===== config.mk =====
export PLATFORM = sky130hd
export DESIGN_NAME = pwidth_timer
export DESIGN_NICKNAME = d
export VERILOG_FILES = /design/src/rtl/pwt_pkg.sv /design/src/rtl/pwt_prescale.sv /design/src/rtl/pwt_edge.sv /design/src/rtl/pwt_core.sv /design/src/rtl/pwt_capbuf.sv /design/src/rtl/pwidth_timer.sv
export SDC_FILE = /design/constraint.sdc
export NUM_CORES = 1
export LEC_CHECK = 0
export BUFFER_PORTS_ARGS = -buffer_cell sky130_fd_sc_hd__buf_4
export CORE_AREA = 2 2 76 96
export CTS_CLUSTER_SIZE = 8
export DETAILED_ROUTE_END_ITERATION = 10
export DIE_AREA = 0 0 78 98
export HOLD_SLACK_MARGIN = 0.1
export PLACE_DENSITY_LB_ADDON = 0.25
export SETUP_SLACK_MARGIN = 0.02
export SYNTH_ARGS = -nofsm -noshare
export SYNTH_HDL_FRONTEND = slang
export SYNTH_SLANG_ARGS = --single-unit
export TNS_END_PERCENT = 50

===== constraint.sdc =====
create_clock -name clk -period 2.3 [get_ports clk]
set_input_delay 0.115 -clock clk [delete_from_list [all_inputs] [get_ports clk]]
set_output_delay 0.115 -clock clk [all_outputs]
set_load 0.01 [all_outputs]

===== src/rtl/pwt_pkg.sv =====
package pwt_pkg;
  typedef enum logic [1:0] {
    MD_INTERVAL = 2'd0,
    MD_RELOAD   = 2'd1,
    MD_MEASURE  = 2'd2
  } mode_e;

  typedef enum logic [2:0] {
    MS_HIGH     = 3'd0,
    MS_LOW      = 3'd1,
    MS_RISE     = 3'd2,
    MS_FALL     = 3'd3,
    MS_PER_HIGH = 3'd4
  } msel_e;

  typedef enum logic [2:0] {
    S_IDLE  = 3'd0,
    S_RUN   = 3'd1,
    S_ARM   = 3'd2,
    S_MEAS  = 3'd3,
    S_MEAS2 = 3'd4
  } state_e;

  localparam int NUM_SLOTS = 2;
  localparam int SLOT_WID  = 0;
  localparam int SLOT_PER  = 1;
endpackage


===== src/rtl/pwt_prescale.sv =====
module pwt_prescale #(
  parameter int DIV_A = 1,
  parameter int DIV_B = 4,
  parameter int DIV_C = 32
) (
  input  logic       clk,
  input  logic       rst_n,
  input  logic       clr,
  input  logic       tick,
  input  logic [1:0] div_sel,
  output logic       cen
);
  localparam int PW = (DIV_C > 1) ? $clog2(DIV_C) : 1;

  logic [PW-1:0] pre_q;
  logic [PW-1:0] lim;

  always_comb begin
    case (div_sel)
      2'd0:    lim = PW'(DIV_A - 1);
      2'd1:    lim = PW'(DIV_B - 1);
      default: lim = PW'(DIV_C - 1);
    endcase
  end

  assign cen = tick && (pre_q == lim);

  always_ff @(posedge clk or negedge rst_n) begin
    if (!rst_n)       pre_q <= '0;
    else if (clr)     pre_q <= '0;
    else if (tick)    pre_q <= (pre_q == lim) ? '0 : pre_q + 1'b1;
  end
endmodule


===== src/rtl/pwt_edge.sv =====
module pwt_edge #(
  parameter int STAGES = 2
) (
  input  logic clk,
  input  logic rst_n,
  input  logic pin,
  output logic rise,
  output logic fall
);
  logic [STAGES-1:0] sync_q;
  logic              prev_q;

  always_ff @(posedge clk or negedge rst_n) begin
    if (!rst_n) begin
      sync_q <= '0;
      prev_q <= 1'b0;
    end else begin
      sync_q <= {sync_q[STAGES-2:0], pin};
      prev_q <= sync_q[STAGES-1];
    end
  end

  assign rise = sync_q[STAGES-1] & ~prev_q;
  assign fall = ~sync_q[STAGES-1] & prev_q;
endmodule


===== src/rtl/pwt_core.sv =====
module pwt_core
  import pwt_pkg::*;
#(
  parameter int CW = 8
) (
  input  logic          clk,
  input  logic          rst_n,
  input  logic          start,
  input  logic          stop,
  input  logic [1:0]    mode_in,
  input  logic [2:0]    sel_in,
  input  logic [1:0]    div_in,
  input  logic          cont_in,
  input  logic [CW-1:0] reload_in,
  input  logic          cen,
  input  logic          rise,
  input  logic          fall,
  output logic [1:0]    div_q,
  output logic          running,
  output logic          toggle,
  output logic          wrap_ev,
  output logic          expire_ev,
  output logic          wid_ev,
  output logic          per_ev,
  output logic [CW-1:0] cap_val,
  output logic          cap_bad
);
  mode_e         mode_q, mode_n;
  msel_e         sel_q, sel_n;
  state_e        st_q;
  logic          cont_q;
  logic [CW-1:0] rel_q;
  logic [CW-1:0] cnt_q;
  logic          bad_q;
  logic          tog_q;
  logic          at_max;
  logic          counting;
  logic          open_edge;
  logic [CW-1:0] first_cnt;

  // configuration decode: unused codes fold onto defined ones
  always_comb begin
    mode_n = (mode_in == 2'd3) ? MD_INTERVAL : mode_e'(mode_in);
    sel_n  = (sel_in > 3'd4)   ? MS_HIGH     : msel_e'(sel_in);
  end

  assign at_max    = &cnt_q;
  assign first_cnt = CW'(cen);
  assign open_edge = (sel_q == MS_LOW || sel_q == MS_FALL) ? fall : rise;
  assign counting  = (st_q == S_MEAS) || (st_q == S_MEAS2) ||
                     (st_q == S_RUN && mode_q == MD_INTERVAL);

  always_comb begin
    wid_ev = 1'b0;
    per_ev = 1'b0;
    if (st_q == S_MEAS) begin
      case (sel_q)
        MS_HIGH:     wid_ev = fall;
        MS_LOW:      wid_ev = rise;
        MS_RISE:     per_ev = rise;
        MS_FALL:     per_ev = fall;
        MS_PER_HIGH: wid_ev = fall;
        default:     wid_ev = fall;
      endcase
    end else if (st_q == S_MEAS2) begin
      per_ev = rise;
    end
  end

  assign wrap_ev   = cen && at_max && counting;
  assign expire_ev = cen && (st_q == S_RUN) && (mode_q == MD_RELOAD) && (cnt_q == '0);

  always_ff @(posedge clk or negedge rst_n) begin
    if (!rst_n) begin
      mode_q <= MD_INTERVAL;
      sel_q  <= MS_HIGH;
      st_q   <= S_IDLE;
      cont_q <= 1'b0;
      div_q  <= 2'd0;
      rel_q  <= '0;
      cnt_q  <= '0;
      bad_q  <= 1'b0;
      tog_q  <= 1'b0;
    end else if (start) begin
      mode_q <= mode_n;
      sel_q  <= sel_n;
      cont_q <= cont_in;
      div_q  <= div_in;
      rel_q  <= reload_in;
      cnt_q  <= (mode_n == MD_RELOAD) ? reload_in : '0;
      bad_q  <= 1'b0;
      tog_q  <= 1'b0;
      st_q   <= (mode_n == MD_MEASURE) ? S_ARM : S_RUN;
    end else if (stop) begin
      st_q <= S_IDLE;
    end else begin
      case (st_q)
        S_RUN: begin
          if (cen) begin
            if (mode_q == MD_RELOAD) begin
              if (cnt_q == '0) begin
                cnt_q <= rel_q;
                tog_q <= ~tog_q;
              end else begin
                cnt_q <= cnt_q - 1'b1;
              end
            end else begin
              cnt_q <= cnt_q + 1'b1;
            end
          end
        end
        S_ARM: begin
          if (open_edge) begin
            cnt_q <= first_cnt;
            bad_q <= 1'b0;
            st_q  <= S_MEAS;
          end
        end
        S_MEAS, S_MEAS2: begin
          if (per_ev) begin
            cnt_q <= first_cnt;
            bad_q <= 1'b0;
            st_q  <= cont_q ? S_MEAS : S_IDLE;
          end else if (wid_ev && sel_q == MS_PER_HIGH) begin
            if (cen) cnt_q <= cnt_q + 1'b1;
            if (wrap_ev) bad_q <= 1'b1;
            st_q <= S_MEAS2;
          end else if (wid_ev) begin
            st_q <= cont_q ? S_ARM : S_IDLE;
          end else begin
            if (cen) cnt_q <= cnt_q + 1'b1;
            if (wrap_ev) bad_q <= 1'b1;
          end
        end
        default: st_q <= S_IDLE;
      endcase
    end
  end

  assign running = (st_q != S_IDLE);
  assign toggle  = tog_q;
  assign cap_val = cnt_q;
  assign cap_bad = bad_q;
endmodule


===== src/rtl/pwt_capbuf.sv =====
module pwt_capbuf
  import pwt_pkg::*;
#(
  parameter int CW = 8
) (
  input  logic          clk,
  input  logic          rst_n,
  input  logic          wid_ev,
  input  logic          per_ev,
  input  logic [CW-1:0] val_in,
  input  logic          bad_in,
  input  logic          expire_ev,
  input  logic          wrap_ev,
  input  logic          flag_clr,
  input  logic          ready,
  output logic          valid,
  output logic [CW-1:0] value,
  output logic          is_period,
  output logic          bad,
  output logic          done,
  output logic          ovf,
  output logic          lost
);
  logic [NUM_SLOTS-1:0]         put;
  logic [NUM_SLOTS-1:0]         full;
  logic [NUM_SLOTS-1:0]         take;
  logic [NUM_SLOTS-1:0]         over;
  logic [NUM_SLOTS-1:0]         sbad;
  logic [NUM_SLOTS-1:0][CW-1:0] sval;
  logic                         pick_per;
  logic                         pop;
  logic                         done_q, ovf_q, lost_q;

  assign put[SLOT_WID] = wid_ev;
  assign put[SLOT_PER] = per_ev;

  // width slot holds the older result of a combined cycle, so it goes first
  assign pick_per = !full[SLOT_WID];
  assign valid    = |full;
  assign pop      = valid && ready;
  assign take[SLOT_WID] = pop && !pick_per;
  assign take[SLOT_PER] = pop && pick_per;

  for (genvar g = 0; g < NUM_SLOTS; g++) begin : g_slot
    logic          f_q;
    logic          b_q;
    logic [CW-1:0] v_q;

    always_ff @(posedge clk or negedge rst_n) begin
      if (!rst_n) begin
        f_q <= 1'b0;
        b_q <= 1'b0;
        v_q <= '0;
      end else if (put[g]) begin
        f_q <= 1'b1;
        b_q <= bad_in;
        v_q <= val_in;
      end else if (take[g]) begin
        f_q <= 1'b0;
      end
    end

    assign full[g] = f_q;
    assign sbad[g] = b_q;
    assign sval[g] = v_q;
    assign over[g] = put[g] && f_q && !take[g];
  end

  assign value     = pick_per ? sval[SLOT_PER] : sval[SLOT_WID];
  assign bad       = pick_per ? sbad[SLOT_PER] : sbad[SLOT_WID];
  assign is_period = pick_per;

  always_ff @(posedge clk or negedge rst_n) begin
    if (!rst_n) begin
      done_q <= 1'b0;
      ovf_q  <= 1'b0;
      lost_q <= 1'b0;
    end else if (flag_clr) begin
      done_q <= 1'b0;
      ovf_q  <= 1'b0;
      lost_q <= 1'b0;
    end else begin
      done_q <= done_q | (|put) | expire_ev;
      ovf_q  <= ovf_q | wrap_ev;
      lost_q <= lost_q | (|over);
    end
  end

  assign done = done_q;
  assign ovf  = ovf_q;
  assign lost = lost_q;
endmodule


===== src/rtl/pwidth_timer.sv =====
module pwidth_timer #(
  parameter int CW          = 8,
  parameter int SYNC_STAGES = 2,
  parameter int DIV_A       = 1,
  parameter int DIV_B       = 4,
  parameter int DIV_C       = 32
) (
  input  logic          clk,
  input  logic          rst_n,
  input  logic          tick_i,
  input  logic          pin_i,
  input  logic          start_i,
  input  logic          stop_i,
  input  logic [1:0]    mode_i,
  input  logic [2:0]    sel_i,
  input  logic [1:0]    div_i,
  input  logic          cont_i,
  input  logic [CW-1:0] reload_i,
  input  logic          irq_en_i,
  input  logic          flag_clr_i,
  input  logic          cap_ready_i,
  output logic          cap_valid_o,
  output logic [CW-1:0] cap_value_o,
  output logic          cap_period_o,
  output logic          cap_bad_o,
  output logic          toggle_o,
  output logic          running_o,
  output logic          done_o,
  output logic          ovf_o,
  output logic          lost_o,
  output logic          irq_o
);
  logic          cen, rise, fall;
  logic [1:0]    div_q;
  logic          wrap_ev, expire_ev, wid_ev, per_ev;
  logic [CW-1:0] cap_val;
  logic          cap_bad;
  logic          cap_any;

  pwt_prescale #(.DIV_A(DIV_A), .DIV_B(DIV_B), .DIV_C(DIV_C)) u_pre (
    .clk(clk), .rst_n(rst_n), .clr(start_i), .tick(tick_i),
    .div_sel(div_q), .cen(cen)
  );

  pwt_edge #(.STAGES(SYNC_STAGES)) u_edge (
    .clk(clk), .rst_n(rst_n), .pin(pin_i), .rise(rise), .fall(fall)
  );

  pwt_core #(.CW(CW)) u_core (
    .clk(clk), .rst_n(rst_n), .start(start_i), .stop(stop_i),
    .mode_in(mode_i), .sel_in(sel_i), .div_in(div_i), .cont_in(cont_i),
    .reload_in(reload_i), .cen(cen), .rise(rise), .fall(fall),
    .div_q(div_q), .running(running_o), .toggle(toggle_o),
    .wrap_ev(wrap_ev), .expire_ev(expire_ev), .wid_ev(wid_ev),
    .per_ev(per_ev), .cap_val(cap_val), .cap_bad(cap_bad)
  );

  pwt_capbuf #(.CW(CW)) u_buf (
    .clk(clk), .rst_n(rst_n), .wid_ev(wid_ev), .per_ev(per_ev),
    .val_in(cap_val), .bad_in(cap_bad), .expire_ev(expire_ev),
    .wrap_ev(wrap_ev), .flag_clr(flag_clr_i), .ready(cap_ready_i),
    .valid(cap_valid_o), .value(cap_value_o), .is_period(cap_period_o),
    .bad(cap_bad_o), .done(done_o), .ovf(ovf_o), .lost(lost_o)
  );

  assign cap_any = wid_ev | per_ev;
  assign irq_o   = irq_en_i & (done_o | ovf_o);
endmodule


# ---- After elaboration in Yosys (flattened, before gate mapping)
# Cells that the tools add are included.
dict set report totals {
  ff_bits 60
  word_cells 158
  inputBits 25
  out_inout_bits 17
}
dict set report op_classes {
  bitwise_logic 11
  add_sub_neg 3
  eq_ne 21
  order_cmp 1
  reduce_logical 44
  muxes 57
}
# op n
set ops {}
lappend ops {{8-bit 2-to-1 mux} 12}
lappend ops {{1-bit 2-to-1 mux} 25}
lappend ops {{8-bit case mux with 3 select lines} 1}
lappend ops {{3-bit 2-to-1 mux} 7}
lappend ops {{1-bit logical AND} 15}
lappend ops {{5-bit 2-to-1 mux} 3}
lappend ops {{2-bit nonzero test} 7}
lappend ops {{3-bit by 2-bit equality test with 1-bit output, second input constant} 4}
lappend ops {{5-bit case mux with 2 select lines} 1}
lappend ops {{5-bit AND reduction} 2}
lappend ops {{2-bit OR reduction} 5}
lappend ops {{3-bit case mux with 3 select lines} 1}
lappend ops {{8-bit by 1-bit adder with 8-bit output, second input constant} 1}
lappend ops {{8-bit logical NOT} 1}
lappend ops {{2-bit 2-to-1 mux} 4}
lappend ops {{8-bit AND reduction} 1}
lappend ops {{8-bit by 1-bit subtractor with 8-bit output, second input constant} 1}
lappend ops {{2-bit by 1-bit equality test with 1-bit output, second input constant} 3}
lappend ops {{3-bit by 1-bit equality test with 1-bit output, second input constant} 2}
lappend ops {{3-bit equality test, second input constant} 2}
lappend ops {{3-bit by 2-bit != test with 1-bit output, second input constant} 2}
lappend ops {{6-bit by 4-bit != test with 1-bit output, second input constant} 1}
lappend ops {{1-bit case mux with 2 select lines} 3}
lappend ops {{3-bit nonzero test} 2}
lappend ops {{17 further kinds} 31}

# ---- Depth between registers and ports, before layout
dict set report logic_depth {
  word_depth 13
  depth_mapped 9
  mapped_depth_nobuf 8
}

# ---- Modules after synthesis
# Synthesis repeated with hierarchy kept, for this count alone.
dict set report unflattened {
  cells_unflattened 335
  hier_area_um2 3520.9
}
# mod cells_per_inst instances area_each_um2 seq_area_each_um2
set by_module_without_submodules {}
lappend by_module_without_submodules {pwt_core 230 1 2107.0 725.7}
lappend by_module_without_submodules {pwt_capbuf 68 1 1018.5 575.6}
lappend by_module_without_submodules {pwt_prescale 31 1 297.8 125.1}
lappend by_module_without_submodules {pwt_edge 5 1 90.1 75.1}
lappend by_module_without_submodules {pwidth_timer 1 1 7.5 0.0}

# ---- Worst setup path before layout
# OpenSTA, ideal clock, no wires.
dict set report synth_timing {
  path_kind {reg-to-reg}
  startpoint {register u_core.cnt_q[3] (netlist: u_core.cap_val[3])}
  endpoint {register u_core.cnt_q[1] (netlist: u_core.cap_val[1])}
  t_required_ns 2.235
  arrival_ns 2.166
  stages_incl_launch_ff 8
  setup_ns 0.065
  period_less_slack_ns 2.231
  n_path_buf 1
  slack_ns 0.069
  path_cell_list {dfrtp_1 buf_6 or4_4 or3b_1 or3_1 a31oi_1 or3_1 o221a_2}
}
dict set report synth_via {
  elab_chain_cells 7
}
# item line_no
set synth_lines {}
lappend synth_lines {{start, declared} pwt_core.sv:33} ;# logic [CW-1:0] cnt_q;
lappend synth_lines {{start signal, assigned} pwt_core.sv:90} ;# cnt_q <= (mode_n == MD_RELOAD) ? reload_in : '0;
lappend synth_lines {{start signal, assigned} pwt_core.sv:102} ;# cnt_q <= rel_q;
lappend synth_lines {{start signal, assigned} pwt_core.sv:105} ;# cnt_q <= cnt_q - 1'b1;
lappend synth_lines {{8-bit logical NOT} pwt_core.sv:101} ;# if (cnt_q == '0) begin
lappend synth_lines {{8-bit 2-to-1 mux} pwt_core.sv:101}
lappend synth_lines {{8-bit 2-to-1 mux} pwt_core.sv:100} ;# if (mode_q == MD_RELOAD) begin
lappend synth_lines {{8-bit 2-to-1 mux} pwt_core.sv:99} ;# if (cen) begin
lappend synth_lines {{8-bit case mux with 3 select lines} pwt_core.sv:97} ;# case (st_q)
lappend synth_lines {{8-bit 2-to-1 mux} pwt_core.sv:94} ;# end else if (stop) begin
lappend synth_lines {{8-bit 2-to-1 mux} pwt_core.sv:84} ;# end else if (start) begin
# Every way passes these cells. The select of a mux whose other input is x is not followed.
# A chain may end at the register's enable or synchronous reset.

# ---- Worst setup path after layout
dict set report layout_timing {
  startpoint {register u_core.cnt_q[4] (netlist: u_core.cap_val[4])}
  endpoint {register u_core.cnt_q[1] (netlist: u_core.cap_val[1])}
}
# The elaborated chain is that of the path after synthesis.

==> impl_metrics.csv <==
group,metric,value,unit
global_routing,grt_max_degree,61,
timing,setup-tns-final,0,ns
cts,clock_latency,0.35,ns
cells_and_area,fin_util,63.5,%
placed_design,io_buffers,41,
worst_setup_path,critical_path_arrival,2.49,ns
drt,via_count,2901,
worst_setup_path,crit_family,"simple AND/OR/NAND/NOR gates",
timing,finalHoldViolCount,0,
cts,cts_tree,"yes",
floorplan,die_h,98,um
worst_setup_path,cpMostUsedCell,"or3_1",
worst_hold_path,hp-class,"input port to register",
drt,drt-wirelength-per-cell,15.5,um
synthesis,ys_ff_latch,60,
timing,period_needed,2.19,ns
drt,drt_iter0_markers,250,
synthesis,netlist_top_cells_area,"dfrtp_1 (44%), mux2_2 (13%), nand2_1 (3.9%)",
cts,htreeDepth,3,
power,powerDensity,702,nW/um^2
placed_design,hpwl,5580,um
worst_setup_path,path_cells,"or4_4 > or3b_4 > or3_1 > a31oi_1 > or3_1 > o221a_2",
placed_design,dp_slack,0.0423,ns
floorplan,die_w,78,um
synthesis,synth_top_area_share,44.1,%
cells_and_area,area.growth.synth_to_final,26.9,%
synthesis,synth_area,3400,um^2
flow_run,cap_violations,0,
synthesis,ys_warn_count,0,
floorplan,design.core.area,6810,um^2
floorplan,die-area,7640,um^2
cells_and_area,n_antenna_cell,0,
power,leakagePower,1.99,nW
timing,fin_crit_sh,95.4,%
status,run_status,"finished, final reports clean",
worst_setup_path,critPathMaxFanout,4,
timing,fmax,0.456,GHz
synthesis,synthFlopType,"dfrtp_1",
synthesis,syn_avg_cell_area,10.0,um^2
timing,finalWorstSetupSlack,0.106,ns
cts,cts.sinks,60,
cts,clock-root-buffer,"clkbuf_8",
global_routing,overflow,0,
timing,setup-violations-final,0,
cts,cts_made_buffers,9,
synthesis,synth_most_common_cell,"dfrtp_1",
timing,clock-skew-final,0.00548,ns
cts,cts.path.max_buffers,2,
synthesis,synth_edf_count,0,
worst_hold_path,worstHoldPathCells,2,
drt,avgViaCountPerCell,5.67,
global_routing,grt_pass1_wl,13800,um
drt,ant_nets,0,
global_routing,antenna_found_initial,0,
synthesis,syn-num-nets,368,
worst_setup_path,worstPathRequired,2.60,ns
worst_setup_path,crit_slowest_cell,"or4_4",
worst_setup_path,worstRegToRegCells,6,
floorplan,fp-row-count,34,
floorplan,ios,42,
synthesis,synthTopCellsByCount,"dfrtp_1 (60), mux2_2 (38), nand2_1 (35)",
timing,drv_slew,0,
cts,path_clk_slew,0.07,ns
worst_setup_path,path_depth,6,
synthesis,synthCells,339,
synthesis,synth_async_sr_flop_share,100,%
synthesis,synth.largest_area_cell,"dfrtp_1",
global_routing,track_usage,22.9,%
placed_design,gp_congestion,0.864,
synthesis,yosysSeqAreaShare,44.1,%
power,ir_drop,410,uV
worst_setup_path,cp_num_buf_inv,0,
drt,wl,7940,um
timing,max-slew-margin-rel,49.3,%
worst_setup_path,worstSetupStartpointType,"register",
worst_setup_path,end_kind,"register",
cts,post_cts_buffers,0,
cells_and_area,final_nets,446,
floorplan,start_util,50.0,%
global_routing,grt_pass1_vias,2988,
cells_and_area,layout-drive-gt1-share,30.1,%
timing,rsz0062_at_grt,"yes",
drt,dr.pass1.iters,4,
worst_setup_path,path_class,"register to register",
worst_setup_path,cpPeakStageDelay,0.57,ns
timing,worst-slew-pin-transition,0.760,ns
synthesis,synth_cell_type_count,63,
drt,drc,0,
[final timing paths]
check                                           endpoint                          start  slack, ns
max                        u_core.cap_val[1]$_DFFE_PN0P_  u_core.cap_val[4]$_DFFE_PN0P_       0.11
min                         u_core.mode_q[1]$_DFFE_PN0P_                        start_i       0.12
max reg2reg                u_core.cap_val[1]$_DFFE_PN0P_  u_core.cap_val[4]$_DFFE_PN0P_       0.11
min reg2reg                   u_edge.sync_q[1]$_DFF_PN0_     u_edge.sync_q[0]$_DFF_PN0_       0.35
max in group asynchronous            u_buf.ovf$_DFF_PN0_                          rst_n       1.42
min in group asynchronous    u_core.sel_q[1]$_DFFE_PN0P_                          rst_n       0.37
[cell type report]
cell class	instances	area (um^2)
Multi-Input combinational cell	248	1750
Sequential cell	60	1500
Inverter	15	56.3
Clock inverter	7	91.3
Clock buffer	9	124
Tap cell	90	113
Timing Repair Buffer	83	686
Fill cell	576	2480
[repair_timing]
| item | CTS | global route |
|---|---|---|
| setup endpoints to repair | 0 | 8 |
| gates resized for setup | 0 | 3 |
| endpoints found under the hold margin | 86 | 0 |
| hold buffers | 25 | 0 |
[where the power goes]
group / switching, mW / total, mW / internal, mW
Clock: 0.440 / 1.04 / 0.605
Sequential: 0.0708 / 1.23 / 1.16
Combinational: 0.383 / 0.757 / 0.374
Total: 0.894 / 3.03 / 2.14
[worst register-to-register path, stage by stage (launching register included)]
cell     delay [ns]
dfrtp_1        0.38
or4_4          0.57
or3b_4         0.41
or3_1          0.35
a31oi_1        0.14
or3_1          0.12
o221a_2        0.16
[layer usage]
metal  part of all wire, %  vias to the layer above  GRT usage, %
met5                     0                        -             0
met4                   2.2                        0          9.58
met3                   4.8                       19          5.18
met2                    51                       69          39.9
met1                    41                     1411          27.1
li1                      -                     1402             -
[kinds of logic after synthesis]
logic type      share of synthesized area [%]
compound gates                           17.0
xor+xnor                                 1.54
fa+ha+maj                                1.47
buf+inv                                  4.63
flops                                    44.1
mux                                      13.7
simple gates                             17.5
[cell usage in the layout, fill, tap and decap left out, drive strengths merged, types with 3 or more instances in the layout]
master / synthesis / layout
a22o: 5 / 5
and2: 3 / 3
or2: 4 / 4
nor3b: 5 / 5
clkbuf: 11 / 9
nor3: 6 / 6
nand2b: 4 / 4
a21o: 4 / 4
dlygate4sd3: 0 / 25
nor2b: 5 / 5
o21ai: 21 / 21
o2bb2ai: 3 / 3
dfrtp: 60 / 60
nand2: 35 / 35
a31oi: 5 / 5
xnor2: 3 / 3
or3: 6 / 6
clkinv: 1 / 5
nand3: 11 / 11
mux2i: 4 / 4
inv: 14 / 14
nor2: 19 / 19
mux2: 38 / 38
a21oi: 8 / 8
o211ai: 6 / 6
a211oi: 3 / 3
o311ai: 6 / 6
o21a: 3 / 3
xor2: 3 / 3
o22ai: 3 / 3
buf: 5 / 58
ha: 4 / 4
nand4: 3 / 3
[registers in the layout, summed over array words and instances (netlist names), 2 cells and up]
register          count
u_buf.g_slot.v_q     16
u_edge.sync_q         2
u_core.rel_q          8
u_core.sel_q          3
u_core.st_q           3
u_core.div_q          2
u_buf.g_slot.b_q      2
u_pre.pre_q           5
u_core.cap_val        8
u_buf.g_slot.f_q      2
u_core.mode_q         2
[through the flow]
step | power [mW] | hold WS [ns] | std cells | cell area, um^2
after detailed placement | 1.96 | 0.226 | 471 | 3850
after CTS | 3.04 | 0.106 | 512 | 4320
final | 3.03 | 0.121 | 512 | 4320
after global placement | 1.94 | 0.226 | 471 | 3850
after floorplan | 1.73 | -0.181 | 339 | 3400
after global routing | 3.21 | 0.132 | 512 | 4320
(Power assumes the default switching activity.)
